`src/rtl/imm4_pkg.sv`:
```
package imm4_pkg;

    localparam int NIB       = 4;
    localparam int WORD_W    = 2 * NIB;
    localparam int ROM_DEPTH = 1 << NIB;

    typedef logic [NIB-1:0]    nib_t;
    typedef logic [WORD_W-1:0] word_t;

    typedef struct packed {
        nib_t imm;
        nib_t op;
    } instr_t;

    typedef enum logic [1:0] {
        SRC_A    = 2'd0,
        SRC_B    = 2'd1,
        SRC_IN   = 2'd2,
        SRC_ZERO = 2'd3
    } src_e;

    typedef enum logic [2:0] {
        DST_NONE = 3'd0,
        DST_A    = 3'd1,
        DST_B    = 3'd2,
        DST_OUT  = 3'd3,
        DST_PC   = 3'd4
    } dst_e;

    typedef struct packed {
        src_e src;
        dst_e dst;
        logic cond;
    } ctrl_t;

    typedef struct packed {
        logic a;
        logic b;
        logic out;
        logic pc;
    } load_t;

    localparam nib_t OP_ADD_A  = 4'b0000;
    localparam nib_t OP_MOV_AB = 4'b0001;
    localparam nib_t OP_IN_A   = 4'b0010;
    localparam nib_t OP_LDI_A  = 4'b0011;
    localparam nib_t OP_MOV_BA = 4'b0100;
    localparam nib_t OP_ADD_B  = 4'b0101;
    localparam nib_t OP_IN_B   = 4'b0110;
    localparam nib_t OP_LDI_B  = 4'b0111;
    localparam nib_t OP_OUT_B  = 4'b1001;
    localparam nib_t OP_OUT_I  = 4'b1011;
    localparam nib_t OP_JNC    = 4'b1110;
    localparam nib_t OP_JMP    = 4'b1111;

    function automatic ctrl_t decode_op(nib_t op);
        ctrl_t c;
        c.src  = SRC_ZERO;
        c.dst  = DST_NONE;
        c.cond = 1'b0;
        case (op)
            OP_ADD_A:  begin c.src = SRC_A;    c.dst = DST_A;   end
            OP_MOV_AB: begin c.src = SRC_B;    c.dst = DST_A;   end
            OP_IN_A:   begin c.src = SRC_IN;   c.dst = DST_A;   end
            OP_LDI_A:  begin c.src = SRC_ZERO; c.dst = DST_A;   end
            OP_MOV_BA: begin c.src = SRC_A;    c.dst = DST_B;   end
            OP_ADD_B:  begin c.src = SRC_B;    c.dst = DST_B;   end
            OP_IN_B:   begin c.src = SRC_IN;   c.dst = DST_B;   end
            OP_LDI_B:  begin c.src = SRC_ZERO; c.dst = DST_B;   end
            OP_OUT_B:  begin c.src = SRC_B;    c.dst = DST_OUT; end
            OP_OUT_I:  begin c.src = SRC_ZERO; c.dst = DST_OUT; end
            OP_JMP:    begin c.src = SRC_ZERO; c.dst = DST_PC;  end
            OP_JNC:    begin c.src = SRC_ZERO; c.dst = DST_PC; c.cond = 1'b1; end
            default:   begin c.src = SRC_ZERO; c.dst = DST_NONE; end
        endcase
        return c;
    endfunction

    function automatic word_t make_word(nib_t imm, nib_t op);
        instr_t w;
        w.imm = imm;
        w.op  = op;
        return w;
    endfunction

endpackage

```
`src/rtl/imm4_rom.sv`:
```
module imm4_rom
    import imm4_pkg::*;
#(
    parameter int DEPTH = ROM_DEPTH,
    parameter logic [WORD_W*DEPTH-1:0] IMAGE = '0
) (
    input  logic [$clog2(DEPTH)-1:0] addr,
    output word_t                    word
);

    word_t mem [DEPTH];

    for (genvar i = 0; i < DEPTH; i++) begin : g_word
        assign mem[i] = IMAGE[WORD_W*i +: WORD_W];
    end

    assign word = mem[addr];

endmodule

```
`src/rtl/imm4_decode.sv`:
```
module imm4_decode
    import imm4_pkg::*;
(
    input  nib_t  op,
    input  logic  carry,
    output src_e  src,
    output load_t load
);

    ctrl_t ctrl;

    always_comb begin
        ctrl     = decode_op(op);
        src      = ctrl.src;
        load.a   = (ctrl.dst == DST_A);
        load.b   = (ctrl.dst == DST_B);
        load.out = (ctrl.dst == DST_OUT);
        // a conditional jump fires only while the stored carry is clear
        load.pc  = (ctrl.dst == DST_PC) && !(ctrl.cond && carry);
    end

endmodule

```
`src/rtl/imm4_adder.sv`:
```
module imm4_adder
    import imm4_pkg::*;
#(
    parameter bit RIPPLE = 1'b1
) (
    input  src_e sel,
    input  nib_t a,
    input  nib_t b,
    input  nib_t in_val,
    input  nib_t imm,
    output nib_t sum,
    output logic cout
);

    nib_t opnd;

    always_comb begin
        case (sel)
            SRC_A:   opnd = a;
            SRC_B:   opnd = b;
            SRC_IN:  opnd = in_val;
            default: opnd = '0;
        endcase
    end

    if (RIPPLE) begin : g_ripple
        logic [NIB:0] cy;
        assign cy[0] = 1'b0;
        for (genvar i = 0; i < NIB; i++) begin : g_bit
            assign sum[i]  = opnd[i] ^ imm[i] ^ cy[i];
            assign cy[i+1] = (opnd[i] & imm[i]) | (cy[i] & (opnd[i] ^ imm[i]));
        end
        assign cout = cy[NIB];
    end else begin : g_behav
        logic [NIB:0] wide;
        assign wide = {1'b0, opnd} + {1'b0, imm};
        assign sum  = wide[NIB-1:0];
        assign cout = wide[NIB];
    end

endmodule

```
`src/rtl/imm4_core.sv`:
```
module imm4_core
    import imm4_pkg::*;
#(
    parameter logic [WORD_W*ROM_DEPTH-1:0] PROGRAM = '0,
    parameter bit RIPPLE_ADD = 1'b1
) (
    input  logic       clk,
    input  logic       rst,
    input  logic [3:0] in_port,
    output logic [3:0] out_port,
    output logic [3:0] pc_o
);

    nib_t   pc_q, a_q, b_q, out_q;
    logic   c_q;
    word_t  word;
    instr_t ins;
    src_e   src;
    load_t  load;
    nib_t   sum;
    logic   cout;

    imm4_rom #(
        .DEPTH (ROM_DEPTH),
        .IMAGE (PROGRAM)
    ) u_rom (
        .addr (pc_q),
        .word (word)
    );

    assign ins = instr_t'(word);

    imm4_decode u_dec (
        .op    (ins.op),
        .carry (c_q),
        .src   (src),
        .load  (load)
    );

    imm4_adder #(
        .RIPPLE (RIPPLE_ADD)
    ) u_add (
        .sel    (src),
        .a      (a_q),
        .b      (b_q),
        .in_val (in_port),
        .imm    (ins.imm),
        .sum    (sum),
        .cout   (cout)
    );

    always_ff @(posedge clk) begin
        if (rst) begin
            pc_q  <= '0;
            a_q   <= '0;
            b_q   <= '0;
            out_q <= '0;
            c_q   <= 1'b0;
        end else begin
            c_q  <= cout;
            pc_q <= load.pc ? sum : pc_q + 1'b1;
            if (load.a)   a_q   <= sum;
            if (load.b)   b_q   <= sum;
            if (load.out) out_q <= sum;
        end
    end

    assign out_port = out_q;
    assign pc_o     = pc_q;

endmodule

```
`config.mk`:
```
export PLATFORM = sky130hd
export DESIGN_NAME = imm4_core
export DESIGN_NICKNAME = d
export VERILOG_FILES = /design/src/rtl/imm4_pkg.sv /design/src/rtl/imm4_rom.sv /design/src/rtl/imm4_decode.sv /design/src/rtl/imm4_adder.sv /design/src/rtl/imm4_core.sv
export SDC_FILE = /design/constraint.sdc
export NUM_CORES = 1
export LEC_CHECK = 0
export CORE_AREA = 2 2 39 41
export DETAILED_ROUTE_END_ITERATION = 16
export DIE_AREA = 0 0 41 43
export PLACE_DENSITY_LB_ADDON = 0.2
export SYNTH_ARGS = -nofsm -noshare
export SYNTH_HDL_FRONTEND = slang
export SYNTH_SLANG_ARGS = --single-unit
```
`constraint.sdc`:
```
create_clock -name clk -period 2.43 [get_ports clk]
set_input_delay 0.243 -clock clk [delete_from_list [all_inputs] [get_ports clk]]
set_output_delay 0.243 -clock clk [all_outputs]
set_load 0.02 [all_outputs]
```
After elaboration in Yosys (flattened, before gate mapping)
Memories as Yosys holds them, arrays and structs flattened.
Cells that the tools add are included.

cells by class
  add/subtract/negate cells = 1
  reduce and logical (&&, ||, !) cells = 6
  eq/ne operators = 17
  $lt $le $gt $ge = 1
  bitwise gates (word level) = 18
  multiplexer cells = 6

operator list
  cell                                                              count
  5-bit case mux with 11 select lines                               1
  4-bit by 3-bit == test with 1-bit output (second input constant)  4
  4-bit == test (second input constant)                             4
  8-bit 2-to-1 mux                                                  2
  4-bit case mux with 3 select lines                                1
  4-bit by 2-bit == test with 1-bit output (second input constant)  2
  1-bit AND                                                         7
  1-bit bitwise XOR                                                 7
  3-bit by 2-bit == test with 1-bit output (second input constant)  2
  5-bit >= comparator (second input constant)                       1
  4-bit NOT with 5-bit output                                       1
  4-bit by 1-bit adder with 4-bit output (second input constant)    1
  4-bit by 1-bit == test with 1-bit output (second input constant)  1
  4-bit zero test                                                   1
  4-bit 2-to-1 mux                                                  1
  3-bit by 1-bit == test with 1-bit output (second input constant)  1
  3-bit == test (second input constant)                             1
  1-bit bitwise OR                                                  3
  2-bit by 1-bit == test with 1-bit output (second input constant)  1
  2-bit == test (second input constant)                             1
  1-bit logical AND                                                 2
  2-bit zero test                                                   1
  2-bit OR reduction                                                1
  1-bit zero test                                                   1
  1-bit 2-to-1 mux                                                  1

storage, ports and cells
  output and inout bits = 8
  register bits = 17
  memories = 1
  word-level logic and storage cells = 55
  memory bits (read-only) = 128

memory list
  memory            words  width  read ports  clocked after Yosys merged registers in  wr ports  RTL line        source
  (name not given)  16     8      1           0                                        0         imm4_rom.sv:17  assign word = mem[addr];

Logic depth before layout (Yosys ltp)
  word-level depth = 16
  depth in mapped cells = 3
  depth with buffers taken out = 3

Hierarchy
Synthesis repeated with hierarchy kept, for this count alone.

unflattened totals
  cell total of the unflattened synthesis = 102
  area, all modules = 953.4 um2

by module, submodules not included
  module       area each (um2)  instances  cells an instance
  imm4_core    635.6            1          61
  imm4_adder   197.7            1          22
  imm4_rom     63.8             1          9
  imm4_decode  56.3             1          10

Worst setup path after synthesis
Ideal clock, no wire load.

  path kind = reg-to-reg
  start point = reg pc_q[0] (netlist: pc_o[0])
  end point = reg pc_q[3] (netlist: pc_o[3])
  path buffers = 0
  setup slack = 1.426 ns
  setup time = 0.121 ns
  data required time = 2.309 ns
  stages on the path, launching flop included = 3
  period minus slack after synthesis = 1.004 ns
  arrival = 0.883 ns
  cell sequence = dfxtp_1 > nand3_1 > mux2_4

between the ends
  word-level cells in the longest chain between the ends = 16

ends and longest elaborated chain
  what                                                   RTL line          source
  from (decl)                                            imm4_core.sv:14   nib_t pc_q, a_q, b_q, out_q;
  from (signal assigned)                                 imm4_core.sv:61   pc_q <= load.pc ? sum : pc_q + 1'b1;
  4-bit NOT with 5-bit output (implied by the code)      imm4_rom.sv:17
  memory read 16 x 8 bit                                 -
  8-bit 2-to-1 mux (implied by the code) (2 in series)   imm4_rom.sv:17
  4-bit == test                                          imm4_pkg.sv:61    case (op)
  2-bit OR reduction (no line)                           -
  5-bit case mux with 11 select lines                    imm4_pkg.sv:61
  2-bit == test, or another cell as far along            imm4_adder.sv:18  case (sel)
  4-bit case mux with 3 select lines                     imm4_adder.sv:18
  1-bit AND / 1-bit bitwise XOR (equally long branches)  imm4_adder.sv:31  assign cy[i+1] = (opnd[i] & imm[i]) | (cy[i] & (opnd[i] ^ imm[i]));
  1-bit AND                                              imm4_adder.sv:31
  1-bit bitwise OR                                       imm4_adder.sv:31
  1-bit AND                                              imm4_adder.sv:31
  1-bit bitwise OR                                       imm4_adder.sv:31
  1-bit bitwise XOR                                      imm4_adder.sv:30  assign sum[i] = opnd[i] ^ imm[i] ^ cy[i];
  4-bit 2-to-1 mux *                                     imm4_core.sv:61

Mark *: on every way between the ends. The rest lies on a longest branch, timed or not. The select of a mux whose other input is x is not followed.
A chain may end at the register's enable or synchronous reset.

Worst setup path after layout
  start point = reg pc_q[0] (netlist: pc_o[0])
  end point = out pc_o[0]

RTL lines
  what       RTL line         source
  to (decl)  imm4_core.sv:11  output logic [3:0] pc_o

No word-level cell between the ends.

==> flow_metrics.tcl <==
set metrics [dict create \
    final_area_um2 253 \
    core_um2 1380 \
    htree_levels 1 \
    n_antenna_cell 0 \
    rsz0062_at_grt "no" \
    outcome "finished, final reports clean" \
    synthesis.area_um2 179 \
    antenna_left 0 \
    rows 14 \
    final_cells 41 \
    nets 34 \
    yosysWarnings 0 \
    crit_chain "clkdlybuf4s50_1" \
    netlist_instances 18 \
    internal_power_uw 138 \
    most-common-layout-cells "clkdlybuf4s50_1, conb_1, dfxtp_1, nor2_1, clkbuf_4" \
    dpl_cell_area_um2 230 \
    ioPinCount 14 \
    holdCritPathClass "flop to flop" \
    leakagePower_nw 0.108 \
    cp.required_ns 2.19 \
    tns_ns 0 \
    cts_buffers 3 \
    post_cts_resized 0 \
    ys_ff_latch 4 \
    cts.clk_slew.worst_paths_ns 0.04 \
    sw_frac_of_total_pct 25.9 \
    cp_max_fo 4 \
    clock-sinks 4 \
    synth_cell_types 9 \
    area_growth_pct 41.3 \
    postLayoutSetupSlackWorst_ns 0.969 \
    wl_per_cell_um 7.78 \
    path_buf_inv 1 \
    final_common_cell "clkdlybuf4s50_1" \
    dieArea_um2 1760 \
    critPathKind "flop to primary output" \
    die_w_um 41 \
    syn_avg_cell_area_um2 9.94 \
    total_power_uw 186 \
    grt_pass1_vias 113 \
    largest_register_ffs 4 \
    io_buffer_count 5 \
    vias 129 \
    end_kind "primary output" \
    setup-violations-final 0 \
    maxCapViolations 0 \
    p_switching_uw 48.2 \
    grt_antenna_before_repair 0 \
    gp_congestion 0.488 \
    p_seq_share_pct 39.8 \
    dp_slack_ns 1.18 \
    routed_via_density 3.15 \
    hold_viol 0 \
    r2r-start "pc_o[2]" \
    firstDrtPassIters 2 \
    clk_root_buffer_cell "clkbuf_4" \
    clock_skew_ns 0.00156 \
    drc 0 \
    tritoncts "yes" \
    postCtsSetupRepairBufs 0 \
    clockBufferDepth 2 \
    min_from "pc_o[0]" \
    comb_power_share_pct 15.0 \
    ir_drop_mv 0.176 \
    finalMaxSlewViolations 0 \
    fin_crit_sh_pct 60.1 \
    drive_gt1_share_pct 16.0 \
    grt_overflow 0 \
    initial_core_util_pct 12.9 \
    power.density_nw_per_um2 736 \
    place_inst 38 \
    grt_use_total_pct 4.41 \
    max_stage_delay_ns 0.62 \
    worstSetupStartpoint "pc_o[0]" \
    drt_iter0_drc 1 \
    grt_pass1_wl_um 420 \
    cp-start-kind "flop" \
    pwr-share-clk_pct 45.2 \
    cp.arrival_ns 1.22 \
    yosysSeqAreaShare_pct 44.8 \
    cp_top_family "buffers and inverters" \
    hpwl_um 227 \
    worstSkewPairLatency_ns 0.24 \
    fin_crit_ns 1.46 \
    slowest_stage "clkdlybuf4s50_1" \
    die_h_um 43 \
    routed_wl_um 319 \
    grt_max_degree 6 \
    max_freq_ghz 0.684 \
    cts_hold_buffers 0 \
]
-- cell type report --
cell class                 count  area [µm²]
fill                         165        1130
sequential                     4        80.1
multi-input combinational     13        80.1
timing repair buffer           5        50.0
clock buffer                   3        22.5
tap                           16        20.0
-- synth_stat cells (all sizes together) --
cell / count / area (µm²)
xnor2: 1 / 8.76
ha: 1 / 12.5
buf: 4 / 30.0
mux2: 1 / 15.0
dfxtp: 4 / 80.1
nand3: 1 / 5.00
nor2: 3 / 11.3
nor2b: 2 / 12.5
conb: 1 / 3.75
-- cells by family (layout without fill, tap and decap cells) --
kind of cell / Yosys count / count (layout) / synth area share, %
flops: 4 / 4 / 44.8
fa+ha+maj: 1 / 1 / 6.99
other cells: 1 / 4 / 2.10
mux: 1 / 1 / 8.39
simple gates: 6 / 6 / 16.1
buf+inv: 4 / 8 / 16.8
xor+xnor: 1 / 1 / 4.90
-- metrics by stage --
stage / hold slack [ns] / util, %
after floorplan: 0.310 / -
after global placement: 0.447 / 16.6
after detailed placement: 0.457 / 16.6
after CTS: 0.467 / 18.3
after global routing: 0.506 / 18.3
final: 0.457 / 18.3
-- power by group through the flow --
stage / clock (mW) / combinational [mW] / sequential [mW]
2_1_floorplan: 0 / 0.0160 / 0.0798
3_3_place_gp: 0 / 0.0277 / 0.0749
3_5_place_dp: 0 / 0.0276 / 0.0750
4_1_cts: 0.0888 / 0.0280 / 0.0739
5_1_grt: 0.0928 / 0.0299 / 0.0747
6_report: 0.0840 / 0.0279 / 0.0740
-- per-layer routing --
layer	vias up	wire, µm	global-route usage, %
li1	62	-	-
met1	54	142	3.85
met2	9	101	4.06
met3	4	52	3.66
met4	0	22	8.00
met5	-	0	0
-- path summary, 6_finish.rpt --
path / cells past startpoint / slack, ns / end
hold reg to reg: 1 / 0.46 / pc_o[0]
setup reg to reg: 2 / 1.55 / pc_o[3]
hold / removal: 1 / 0.46 / pc_o[0]
setup / recovery: 1 / 0.97 / pc_o[0]
Power figures use the tool's default switching activity.
